$ cat config.mk
export PLATFORM = sky130hd
export DESIGN_NAME = periph_window_decoder
export DESIGN_NICKNAME = d
export VERILOG_FILES = /design/src/rtl/pwd_pkg.sv /design/src/rtl/pwd_byte_seq.sv /design/src/rtl/pwd_page_route.sv /design/src/rtl/pwd_cfg_regs.sv /design/src/rtl/periph_window_decoder.sv
export SDC_FILE = /design/constraint.sdc
export NUM_CORES = 1
export LEC_CHECK = 0
export ABC_AREA = 1
export BUFFER_PORTS_ARGS = -buffer_cell sky130_fd_sc_hd__buf_2
export CORE_MARGIN = 2
export CORE_UTILIZATION = 52
export CTS_CLUSTER_SIZE = 16
export DETAILED_ROUTE_END_ITERATION = 16
export PLACE_DENSITY = 0.83
export SYNTH_ARGS = -nofsm -noshare
export SYNTH_HDL_FRONTEND = slang
export SYNTH_SLANG_ARGS = --single-unit
$ cat constraint.sdc
create_clock -name clk -period 4.23 [get_ports clk]
set_input_delay 0.2115 -clock clk [delete_from_list [all_inputs] [get_ports clk]]
set_output_delay 0.2115 -clock clk [all_outputs]
set_load 0.1 [all_outputs]
$ cat src/rtl/pwd_pkg.sv
package pwd_pkg;
  // Access size encoding on req_size
  typedef enum logic [1:0] {
    SZ_BYTE  = 2'd0,
    SZ_HALF  = 2'd1,
    SZ_WORD  = 2'd2,
    SZ_WORD3 = 2'd3
  } acc_size_e;

  // Configuration page register offsets
  localparam int unsigned CFG_CMD_OFF  = 'h04;
  localparam int unsigned CFG_BASE_OFF = 'h10;
  localparam int unsigned CMD_EN_BIT   = 1;
endpackage

$ cat src/rtl/pwd_byte_seq.sv
module pwd_byte_seq #(
  parameter int unsigned ADDR_W    = 32,
  parameter int unsigned ACC_BYTES = 4
) (
  input  logic                     clk,
  input  logic                     rst_n,
  input  logic                     req_valid,
  input  logic                     req_write,
  input  logic [1:0]               req_size,
  input  logic [ADDR_W-1:0]        req_addr,
  input  logic [ACC_BYTES*8-1:0]   req_wdata,
  input  logic [7:0]               rd_byte,
  output logic                     busy,
  output logic                     rsp_valid,
  output logic [ACC_BYTES*8-1:0]   rsp_rdata,
  output logic [ADDR_W-1:0]        byte_addr,
  output logic                     byte_write,
  output logic [7:0]               byte_wdata
);
  import pwd_pkg::*;

  localparam int unsigned IDX_W  = (ACC_BYTES > 1) ? $clog2(ACC_BYTES) : 1;
  localparam int unsigned DATA_W = ACC_BYTES * 8;

  logic              active_q, active_d;
  logic              rsp_q, rsp_d;
  logic [IDX_W-1:0]  idx_q, idx_d;
  logic [IDX_W-1:0]  last_q, last_d;
  logic [ADDR_W-1:0] addr_q;
  logic              wr_q;
  logic [DATA_W-1:0] wdata_q;
  logic [DATA_W-1:0] acc_q, acc_d;
  logic              accept, acc_en;

  assign accept = req_valid & ~active_q;
  assign acc_en = accept | (active_q & ~wr_q);

  always_comb begin
    active_d = active_q;
    idx_d    = idx_q;
    rsp_d    = 1'b0;
    acc_d    = acc_q;
    last_d   = last_q;
    if (accept) begin
      active_d = 1'b1;
      idx_d    = '0;
      acc_d    = '0;
      unique case (acc_size_e'(req_size))
        SZ_BYTE: last_d = '0;
        SZ_HALF: last_d = IDX_W'(1);
        default: last_d = IDX_W'(ACC_BYTES - 1);
      endcase
    end else if (active_q) begin
      if (!wr_q) acc_d[idx_q*8 +: 8] = rd_byte;
      if (idx_q == last_q) begin
        active_d = 1'b0;
        rsp_d    = 1'b1;
      end else begin
        idx_d = idx_q + 1'b1;
      end
    end
  end

  always_ff @(posedge clk or negedge rst_n) begin
    if (!rst_n) begin
      active_q <= 1'b0;
      rsp_q    <= 1'b0;
      idx_q    <= '0;
      last_q   <= '0;
      addr_q   <= '0;
      wr_q     <= 1'b0;
      wdata_q  <= '0;
      acc_q    <= '0;
    end else begin
      active_q <= active_d;
      rsp_q    <= rsp_d;
      idx_q    <= idx_d;
      if (accept) begin
        last_q  <= last_d;
        addr_q  <= req_addr;
        wr_q    <= req_write;
        wdata_q <= req_wdata;
      end
      if (acc_en) acc_q <= acc_d;
    end
  end

  assign busy       = active_q;
  assign rsp_valid  = rsp_q;
  assign rsp_rdata  = acc_q;
  assign byte_addr  = addr_q + ADDR_W'(idx_q);
  assign byte_write = active_q & wr_q;
  assign byte_wdata = wdata_q[idx_q*8 +: 8];
endmodule

$ cat src/rtl/pwd_page_route.sv
module pwd_page_route #(
  parameter int unsigned       ADDR_W      = 32,
  parameter logic [ADDR_W-1:0] REGION_BASE = '0,
  parameter int unsigned       REGION_LOG2 = 21,
  parameter int unsigned       PAGE_LOG2   = 8
) (
  input  logic                 byte_valid,
  input  logic [ADDR_W-1:0]    byte_addr,
  input  logic                 win_en,
  input  logic [ADDR_W-1:0]    win_base,
  input  logic [7:0]           sys_rdata,
  input  logic [7:0]           cfg_rdata,
  input  logic [7:0]           win_rdata,
  output logic                 sys_hit,
  output logic                 cfg_hit,
  output logic                 win_hit,
  output logic [PAGE_LOG2-1:0] offset,
  output logic [7:0]           rd_byte
);
  localparam int unsigned PIDX_W = REGION_LOG2 - PAGE_LOG2;

  logic [ADDR_W-1:0] diff;
  logic [ADDR_W-1:0] page_base;
  logic [PIDX_W-1:0] page_idx;
  logic              in_region;

  assign diff      = byte_addr - REGION_BASE;
  assign in_region = (diff >> REGION_LOG2) == '0;
  assign page_idx  = diff[REGION_LOG2-1:PAGE_LOG2];
  assign page_base = {diff[ADDR_W-1:PAGE_LOG2], {PAGE_LOG2{1'b0}}};
  assign offset    = diff[PAGE_LOG2-1:0];

  // Fixed pages first; window only above them
  assign sys_hit = byte_valid & in_region & (page_idx == '0);
  assign cfg_hit = byte_valid & in_region & (page_idx == PIDX_W'(1));
  assign win_hit = byte_valid & in_region & (page_idx > PIDX_W'(1)) &
                   win_en & (page_base == win_base);

  always_comb begin
    rd_byte = 8'h00;
    if (sys_hit)      rd_byte = sys_rdata;
    else if (cfg_hit) rd_byte = cfg_rdata;
    else if (win_hit) rd_byte = win_rdata;
  end
endmodule

$ cat src/rtl/pwd_cfg_regs.sv
module pwd_cfg_regs #(
  parameter int unsigned PAGE_LOG2 = 8,
  parameter int unsigned BASE_W    = 32
) (
  input  logic                 clk,
  input  logic                 rst_n,
  input  logic                 sel,
  input  logic                 write,
  input  logic [PAGE_LOG2-1:0] offset,
  input  logic [7:0]           wdata,
  output logic [7:0]           rdata,
  output logic                 win_en,
  output logic [BASE_W-1:0]    win_base
);
  import pwd_pkg::*;

  localparam int unsigned BASE_BYTES = BASE_W / 8;

  logic en_q, en_d, en_we;

  assign en_we = sel & write & (offset == PAGE_LOG2'(CFG_CMD_OFF));
  assign en_d  = wdata[CMD_EN_BIT];

  always_ff @(posedge clk or negedge rst_n) begin
    if (!rst_n)     en_q <= 1'b0;
    else if (en_we) en_q <= en_d;
  end

  for (genvar k = 0; k < BASE_BYTES; k++) begin : g_base
    logic [7:0] byte_q;
    logic       byte_we;
    assign byte_we = sel & write & (offset == PAGE_LOG2'(CFG_BASE_OFF + k));
    always_ff @(posedge clk or negedge rst_n) begin
      if (!rst_n)       byte_q <= 8'h00;
      else if (byte_we) byte_q <= wdata;
    end
    assign win_base[k*8 +: 8] = byte_q;
  end

  always_comb begin
    rdata = 8'h00;
    if (offset == PAGE_LOG2'(CFG_CMD_OFF)) rdata[CMD_EN_BIT] = en_q;
    for (int k = 0; k < BASE_BYTES; k++) begin
      if (offset == PAGE_LOG2'(CFG_BASE_OFF + k)) rdata = win_base[k*8 +: 8];
    end
  end

  assign win_en = en_q;
endmodule

$ cat src/rtl/periph_window_decoder.sv
module periph_window_decoder #(
  parameter int unsigned       ADDR_W      = 32,
  parameter logic [ADDR_W-1:0] REGION_BASE = 32'h4000_0000,
  parameter int unsigned       REGION_LOG2 = 21,
  parameter int unsigned       PAGE_LOG2   = 8,
  parameter int unsigned       ACC_BYTES   = 4
) (
  input  logic                   clk,
  input  logic                   rst_n,
  input  logic                   req_valid,
  input  logic                   req_write,
  input  logic [1:0]             req_size,
  input  logic [ADDR_W-1:0]      req_addr,
  input  logic [ACC_BYTES*8-1:0] req_wdata,
  output logic                   busy,
  output logic                   rsp_valid,
  output logic [ACC_BYTES*8-1:0] rsp_rdata,
  output logic                   sys_sel,
  output logic                   win_sel,
  output logic                   tgt_write,
  output logic [PAGE_LOG2-1:0]   tgt_offset,
  output logic [7:0]             tgt_wdata,
  input  logic [7:0]             sys_rdata,
  input  logic [7:0]             win_rdata
);
  logic [1:0] rst_sync_q;
  logic       rst_sync_n;

  always_ff @(posedge clk or negedge rst_n) begin
    if (!rst_n) rst_sync_q <= 2'b00;
    else        rst_sync_q <= {rst_sync_q[0], 1'b1};
  end
  assign rst_sync_n = rst_sync_q[1];

  logic [ADDR_W-1:0] byte_addr;
  logic              byte_write;
  logic [7:0]        byte_wdata;
  logic [7:0]        rd_byte;
  logic [7:0]        cfg_rdata;
  logic              sys_hit, cfg_hit, win_hit;
  logic              win_en;
  logic [ADDR_W-1:0] win_base;

  pwd_byte_seq #(.ADDR_W(ADDR_W), .ACC_BYTES(ACC_BYTES)) u_seq (
    .clk(clk), .rst_n(rst_sync_n),
    .req_valid(req_valid), .req_write(req_write), .req_size(req_size),
    .req_addr(req_addr), .req_wdata(req_wdata), .rd_byte(rd_byte),
    .busy(busy), .rsp_valid(rsp_valid), .rsp_rdata(rsp_rdata),
    .byte_addr(byte_addr), .byte_write(byte_write), .byte_wdata(byte_wdata)
  );

  pwd_page_route #(
    .ADDR_W(ADDR_W), .REGION_BASE(REGION_BASE),
    .REGION_LOG2(REGION_LOG2), .PAGE_LOG2(PAGE_LOG2)
  ) u_route (
    .byte_valid(busy), .byte_addr(byte_addr),
    .win_en(win_en), .win_base(win_base),
    .sys_rdata(sys_rdata), .cfg_rdata(cfg_rdata), .win_rdata(win_rdata),
    .sys_hit(sys_hit), .cfg_hit(cfg_hit), .win_hit(win_hit),
    .offset(tgt_offset), .rd_byte(rd_byte)
  );

  pwd_cfg_regs #(.PAGE_LOG2(PAGE_LOG2), .BASE_W(ADDR_W)) u_cfg (
    .clk(clk), .rst_n(rst_sync_n),
    .sel(cfg_hit), .write(byte_write), .offset(tgt_offset),
    .wdata(byte_wdata), .rdata(cfg_rdata),
    .win_en(win_en), .win_base(win_base)
  );

  assign sys_sel   = sys_hit;
  assign win_sel   = win_hit;
  assign tgt_write = byte_write;
  assign tgt_wdata = byte_wdata;
endmodule

==> results of run 1 <==
==> power groups by stage <==
stage | registers (mW) | logic [mW] | clock network [mW]
final | 1.98 | 3.43 | 1.50
after detailed placement | 1.98 | 3.31 | 0
after CTS | 1.96 | 3.37 | 1.49
after global placement | 1.97 | 3.27 | 0
after floorplan | 1.94 | 2.56 | 0
after global routing | 2.01 | 3.70 | 1.56
==> sequential cells by signal, indices dropped and copies added (netlist names) <==
signal               count
u_seq.busy               1
u_seq.wdata_q           32
u_seq.wr_q               1
u_seq.rsp_valid          1
rst_sync_q               2
u_seq.rsp_rdata         32
u_seq.addr_q            32
u_seq.idx_q              2
u_cfg.g_base.byte_q     32
u_seq.last_q             2
u_cfg.win_en             1
==> metal layers <==
metal,vias up,GRT usage [%],wire length [µm]
met5,-,0,0
met4,0,10.49,657
met3,50,5.031,1697
met2,362,54.65,12790
met1,4033,42.28,11070
li1,4092,-,-
==> synthesized netlist by cell type, types with 3 or more instances <==
cell type and number:
inv_2 3, nor3_1 3, buf_1 3, nand2_1 480, nand4_1 24, nor2_4 6, nor2_1 77, o22ai_1 5
o21ai_1 41, inv_1 106, nand2_2 9, nand3b_1 8, buf_6 6, nand2_4 3, a32oi_1 8, nand3_1 95
nand3_2 7, dfrtp_1 138, o21ai_2 8, ha_1 6, clkbuf_1 17, a21oi_1 18, clkinv_1 5, nor2_2 14
o21ai_0 49
==> cells in the final DEF (no fill, tap or decap), types with 9 or more instances in the layout <==
cell and n:
nor2_2 14, dlygate4sd3_1 54, nand3_1 95, a21oi_1 18, nor2_1 77, nand2_2 9, nand2_1 480, nand4_1 24
clkbuf_16 17, dfrtp_1 137, inv_1 105, buf_2 137, o21ai_1 41, o21ai_0 49
==> worst max-delay path: cells and delay by family (launching register included) <==
| family | cells | cell delay, ps |
|---|---|---|
| flops | 1 | 530 |
| simple gates | 12 | 1630 |
| buf+inv | 3 | 650 |
| fa+ha+maj | 1 | 350 |
==> layout make-up <==
cell class	instances	area, µm²	area share (%)
multi-input cells	880	4070	40.46
flip-flops and latches	138	3457	34.37
repair buffers	198	1291	12.84
clock buffers	19	432.9	4.304
inverters	114	427.9	4.254
well taps	188	235.2	2.338
clock inverters	13	145.1	1.443
==> through the flow <==
| stage | setup slack [ps] | hold WS [ps] | util [%] |
|---|---|---|---|
| floorplan | 100.4 | -84.09 | - |
| global placement | 1004 | -2.431 | 58.81 |
| detailed placement | 918.8 | -0.6282 | 58.81 |
| CTS | 442.3 | 2.982 | 66.17 |
| global route | 92.72 | 16.26 | 66.17 |
| finish | 431.3 | 2.425 | 66.17 |
==> worst max path at each step <==
| stage | from | endpoint | slack, ps | cells after the start |
|---|---|---|---|---|
| finish | u_seq.idx_q[1] | win_sel | 430 | 16 |
| global route | u_seq.addr_q[0] | win_sel | 90 | 17 |
| CTS | u_seq.idx_q[1] | win_sel | 440 | 16 |
| detailed placement | u_seq.idx_q[0] | win_sel | 920 | 17 |
| global placement | u_seq.addr_q[0] | win_sel | 1000 | 17 |
| floorplan | rst_sync_q[1] | u_cfg.g_base[0].byte_q[0] | 100 | 0 |
==> cells by family (layout without fill, tap and decap cells) <==
family	count (synthesis)	count (layout)	synth area share, %
buf+inv	142	344	7.192
compound gates	132	132	9.060
simple gates	738	738	39.71
xor+xnor	2	2	0.2161
flops	138	138	42.60
other cells	1	1	0.04626
fa+ha+maj	7	7	1.173
==> impl_metrics.toml, run 1 <==
[min_path]
holdCritPathClass = "input port to flop"
hold_start = "req_addr[5]"
whs_path_depth = 3
min_to = "u_seq.addr_q[5]"

[setup_path]
critPathMaxStageDelay_ps = 530
end_kind = "output port"
crit-reg2reg-launch = "u_seq.idx_q[1]"
crit_chain = "fa_1 -> nand2_1 -> nor2_2 -> nand2_2 -> inv_1 -> nand2_1 -> nand2_1 -> nand3_1 -> nand2_1 -> nand3_1 -> nor2_1 -> inv_1 -> nor2_1 -> nand2_1 -> nor2_4 -> buf_2"
path_max_fanout = 11
worstReg2RegEnd = "u_seq.rsp_rdata[9]"
critPathRequiredTime_ps = 4020
critical_path_class = "flop to output port"
reg2reg_depth = 15
cp.arrival_ps = 3590
crit_top_cell = "nand2_1"
worst_setup_path_start_kind = "flop"
r2r_slack_ps = 850
crit_path_top_delay_cell = "dfrtp_1"

[floorplanning]
start_util_pct = 53.33
die-area_mm2 = 0.01660
pin_count = 139
die_x_um = 128.9
die_h_um = 128.9
core-area_mm2 = 0.01520
rows = 45

[yosys]
synth_top_area_cell = "dfrtp_1"
syn_nets = 1253
synth-edff-count = 0
yosysSeqAreaShare_pct = 42.60
avgSynthCellArea_um2 = 6.988
syn-instance-count = 1160
synth_top_area_share_pct = 42.60
synthesis.area_mm2 = 0.008107
ys.flop_type = "dfrtp_1"
ys.warnings.count = 0
synth_top_cells_by_area = "dfrtp_1, nand2_1, nand3_1, inv_1, nor2_1"
synth-seq-cells = 138
async_reset_ff_share_pct = 100.0
synth.distinct_cells = 40

[final_layout]
layout-drive-gt1-share_pct = 17.11
stdcell_area_mm2 = 0.01006
diodes = 0
area_growth_pct = 24.09
layout.cells.non_filler = 1550
nNetsFinal = 1442
fill_cells = 1265

[placement]
portBuffers = 138
place_congestion = 0.9869
dp_hpwl_mm = 18.91
postPlaceCellArea_mm2 = 0.008941
placed_cells = 1464

[timing]
finalCritPeriodShare_pct = 89.80
setup_viol = 0
finalClockSkew_ps = 13.58
fin_setup_tns_ps = 0
slew-limit-headroom_pct = 34.37
hold_viol = 0
timing.final.crit_period_ps = 3799
worst_pin_slew_ps = 984.5
rsz0062_at_grt = "false"
clock.fmax_mhz = 263.3
finalMaxSlewViolations = 0

[pwr]
seq_power_share_pct = 28.6
p_int_mw = 3.256
clock_power_share_pct = 21.6
netSwitchingPower_mw = 3.653
switching_share_pct = 52.88
p_leak_nw = 5.199
p_total_mw = 6.909
p_comb_share_pct = 49.7
p_per_area_mw_per_mm2 = 686.8
worst_ir_drop_vdd_mv = 0.7683

[clock_network]
clock_latency_ps = 440
cts_max_path_buffers = 2
cts_buffers = 17
numClockSinks = 138
h-tree-depth = 4
ctsResizeCount = 0
cts.clk_slew.worst_paths_ps = 60
cts_setup_buffers = 0
hold_buffers = 54
root_buffer = "clkbuf_16"
cts_tree = "yes"

[outcome]
status = "complete, no violations"

[global_routing]
grt_use_total_pct = 32.14
grt-ovfl-total = 0
antenna_found_initial = 0
grt_pass1_wl_mm = 40.86
grt_pass1_vias = 8059
grt_max_degree = 98

[routing]
dr.first_iter.drc_count = 745
wirelength_mm = 26.21
viasPerCell = 5.508
drc = 0
wl_per_cell_um = 16.91
num_vias = 8537
route.antenna.remaining_nets = 0
dr.pass1.iters = 5

[flow_run]
drv_cap = 0
(Power assumes the default switching activity.)
==> inputs of run 2 (changes only) <==
--- a/config.mk
+++ b/config.mk
@@ -7,11 +7,13 @@
 export LEC_CHECK = 0
 export ABC_AREA = 1
 export BUFFER_PORTS_ARGS = -buffer_cell sky130_fd_sc_hd__buf_2
+export CELL_PAD_IN_SITES_DETAIL_PLACEMENT = 1
+export CELL_PAD_IN_SITES_GLOBAL_PLACEMENT = 2
 export CORE_MARGIN = 2
-export CORE_UTILIZATION = 52
+export CORE_UTILIZATION = 28
 export CTS_CLUSTER_SIZE = 16
 export DETAILED_ROUTE_END_ITERATION = 16
-export PLACE_DENSITY = 0.83
+export PLACE_DENSITY = 0.81
 export SYNTH_ARGS = -nofsm -noshare
 export SYNTH_HDL_FRONTEND = slang
 export SYNTH_SLANG_ARGS = --single-unit
==> impl_metrics.toml, run 2 (synthesis results as in run 1) <==
[outcome]
status = "complete, no violations"

[clock_network]
cts_buffers = 17
cts_max_path_buffers = 2
hold_buffers = 57
cts_tree = "yes"
cts.clk_slew.worst_paths_ps = 70
numClockSinks = 138
ctsResizeCount = 0
root_buffer = "clkbuf_16"
clock_latency_ps = 440
h-tree-depth = 4
cts_setup_buffers = 0

[floorplanning]
pin_count = 139
die-area_mm2 = 0.03033
die_h_um = 174.2
start_util_pct = 28.32
core-area_mm2 = 0.02863
die_x_um = 174.2
rows = 62

[setup_path]
critPathRequiredTime_ps = 4020
end_kind = "output port"
worst_setup_path_start_kind = "flop"
cp.arrival_ps = 3670
cp_top_family = "simple AND/OR/NAND/NOR gates"
worstReg2RegEnd = "u_seq.rsp_rdata[24]"
r2r_slack_ps = 700
crit_path_start = "u_seq.idx_q[1]"
critical_path_class = "flop to output port"
crit_chain = "fa_1 -> nand2_1 -> nor2_2 -> nand2_2 -> nor2_1 -> nand2_1 -> nand2_1 -> nand2_1 -> inv_1 -> nand2_1 -> nor2_1 -> nand3_1 -> nor2_4 -> nand2_1 -> inv_1 -> buf_12"
crit-reg2reg-launch = "u_seq.idx_q[1]"
critPathMaxStageDelay_ps = 540
crit_path_top_delay_cell = "dfrtp_1"
reg2reg_depth = 18
crit_top_cell = "nand2_1"
critPathBufInv = 3
path_max_fanout = 16

[placement]
dp_hpwl_mm = 23.45
place_congestion = 0.8581
portBuffers = 138
dp_slack_ps = 773.4
placed_cells = 1659

[global_routing]
grt-ovfl-total = 0
antenna_found_initial = 0
grt_max_degree = 94
grt_pass1_vias = 8858
grt_pass1_wl_mm = 48.89
grt_use_total_pct = 20.83

[timing]
timing.final.crit_period_ps = 3881
hold_viol = 0
slew-limit-headroom_pct = 40.75
finalClockSkew_ps = 14.14
setup_ws_ps = 348.8
finalMaxSlewViolations = 0
finalCritPeriodShare_pct = 91.75
setup_viol = 0
clock.fmax_mhz = 257.7
fin_setup_tns_ps = 0
worst_pin_slew_ps = 888.7
rsz0062_at_grt = "false"

[pwr]
p_comb_share_pct = 49.5
p_per_area_mw_per_mm2 = 683.1
p_leak_nw = 5.236
seq_power_share_pct = 28.0
netSwitchingPower_mw = 3.817
worst_ir_drop_vdd_mv = 1.057
p_int_mw = 3.276
switching_share_pct = 53.81
clock_power_share_pct = 22.5

[routing]
drt-met1-wl_mm = 13.97
dr.pass1.iters = 5
viasPerCell = 4.773
route.antenna.remaining_nets = 0
wirelength_mm = 30.72
met2_length_mm = 15.18
top_layer_used = "met4"
dr.first_iter.drc_count = 454
num_vias = 8344
drc = 0
met3_length_mm = 1.018
wl_per_cell_um = 17.57

[final_layout]
layout-drive-gt1-share_pct = 17.16
area_growth_pct = 28.09
layout_common_cells = "nand2_1, dfrtp_1, buf_2, inv_1, nand3_1"
nNetsFinal = 1444
final_common_cell = "nand2_1"
layout.cells.non_filler = 1748
diodes = 0

[min_path]
hold_start = "req_addr[23]"
whs_path_depth = 3
holdCritPathClass = "input port to flop"
min_to = "u_seq.addr_q[23]"

[flow_run]
drv_cap = 0
## run 2: cell count changes in the layout (fill, tap and decap cells not counted)
cell / previous run / this run
clkinv_2: 3 / 2
buf_2: 137 / 136
buf_4: 6 / 4
inv_6: 2 / 5
clkinvlp_4: 2 / 0
clkinv_8: 0 / 1
clkbuf_1: 2 / 0
inv_8: 1 / 3
clkinv_4: 3 / 2
dlygate4sd3_1: 54 / 57
buf_12: 1 / 3
## run 2: how the worst max path moves through the flow
stage | slack [ps] | endpoint | cells past startpoint
floorplan | 100 | u_cfg.g_base[0].byte_q[0] | 0
global placement | 900 | u_seq.rsp_rdata[24] | 19
detailed placement | 770 | u_seq.rsp_rdata[24] | 18
CTS | 350 | sys_sel | 16
global route | 30 | sys_sel | 16
finish | 350 | sys_sel | 16
## run 2: power groups by stage
stage | combinational, mW | clock (mW) | sequential, mW
floorplan | 2.56 | 0 | 1.94
global placement | 3.44 | 0 | 2.00
detailed placement | 3.49 | 0 | 2.00
CTS | 3.55 | 1.62 | 1.98
global route | 3.85 | 1.67 | 2.03
finish | 3.51 | 1.60 | 1.98
## run 2: layout make-up
cell class	count	area, µm²
Clock buffer	17	425.4
Clock inverter	15	181.4
Fill cell	3627	18240
Inverter	114	427.9
Multi-Input combinational cell	880	4070
Sequential cell	138	3457
Tap cell	384	480.5
Timing Repair Buffer	200	1341
## run 2: routing by layer
metal / global-route usage, % / vias up
met5: 0 / -
met4: 5.602 / 0
met3: 2.953 / 39
met2: 36.29 / 155
met1: 27.00 / 4053
li1: - / 4097
## run 2: tightest hold or removal path, cell delays in order
cell and delay [ps]:
buf_2 80, nand2_1 40, o21ai_0 70
## run 2: stage by stage
| stage | instance area [µm²] | utilization (%) | total power, mW | hold WS (ps) |
|---|---|---|---|---|
| final | 10380 | 36.28 | 7.093 | 1.673 |
| after global routing | 10380 | 36.28 | 7.559 | 4.335 |
| after CTS | 10380 | 36.28 | 7.152 | 0.7019 |
| after detailed placement | 9206 | 32.16 | 5.494 | 0.8177 |
| after global placement | 9206 | 32.16 | 5.440 | -2.193 |
| after floorplan | 8107 | - | 4.500 | -84.09 |
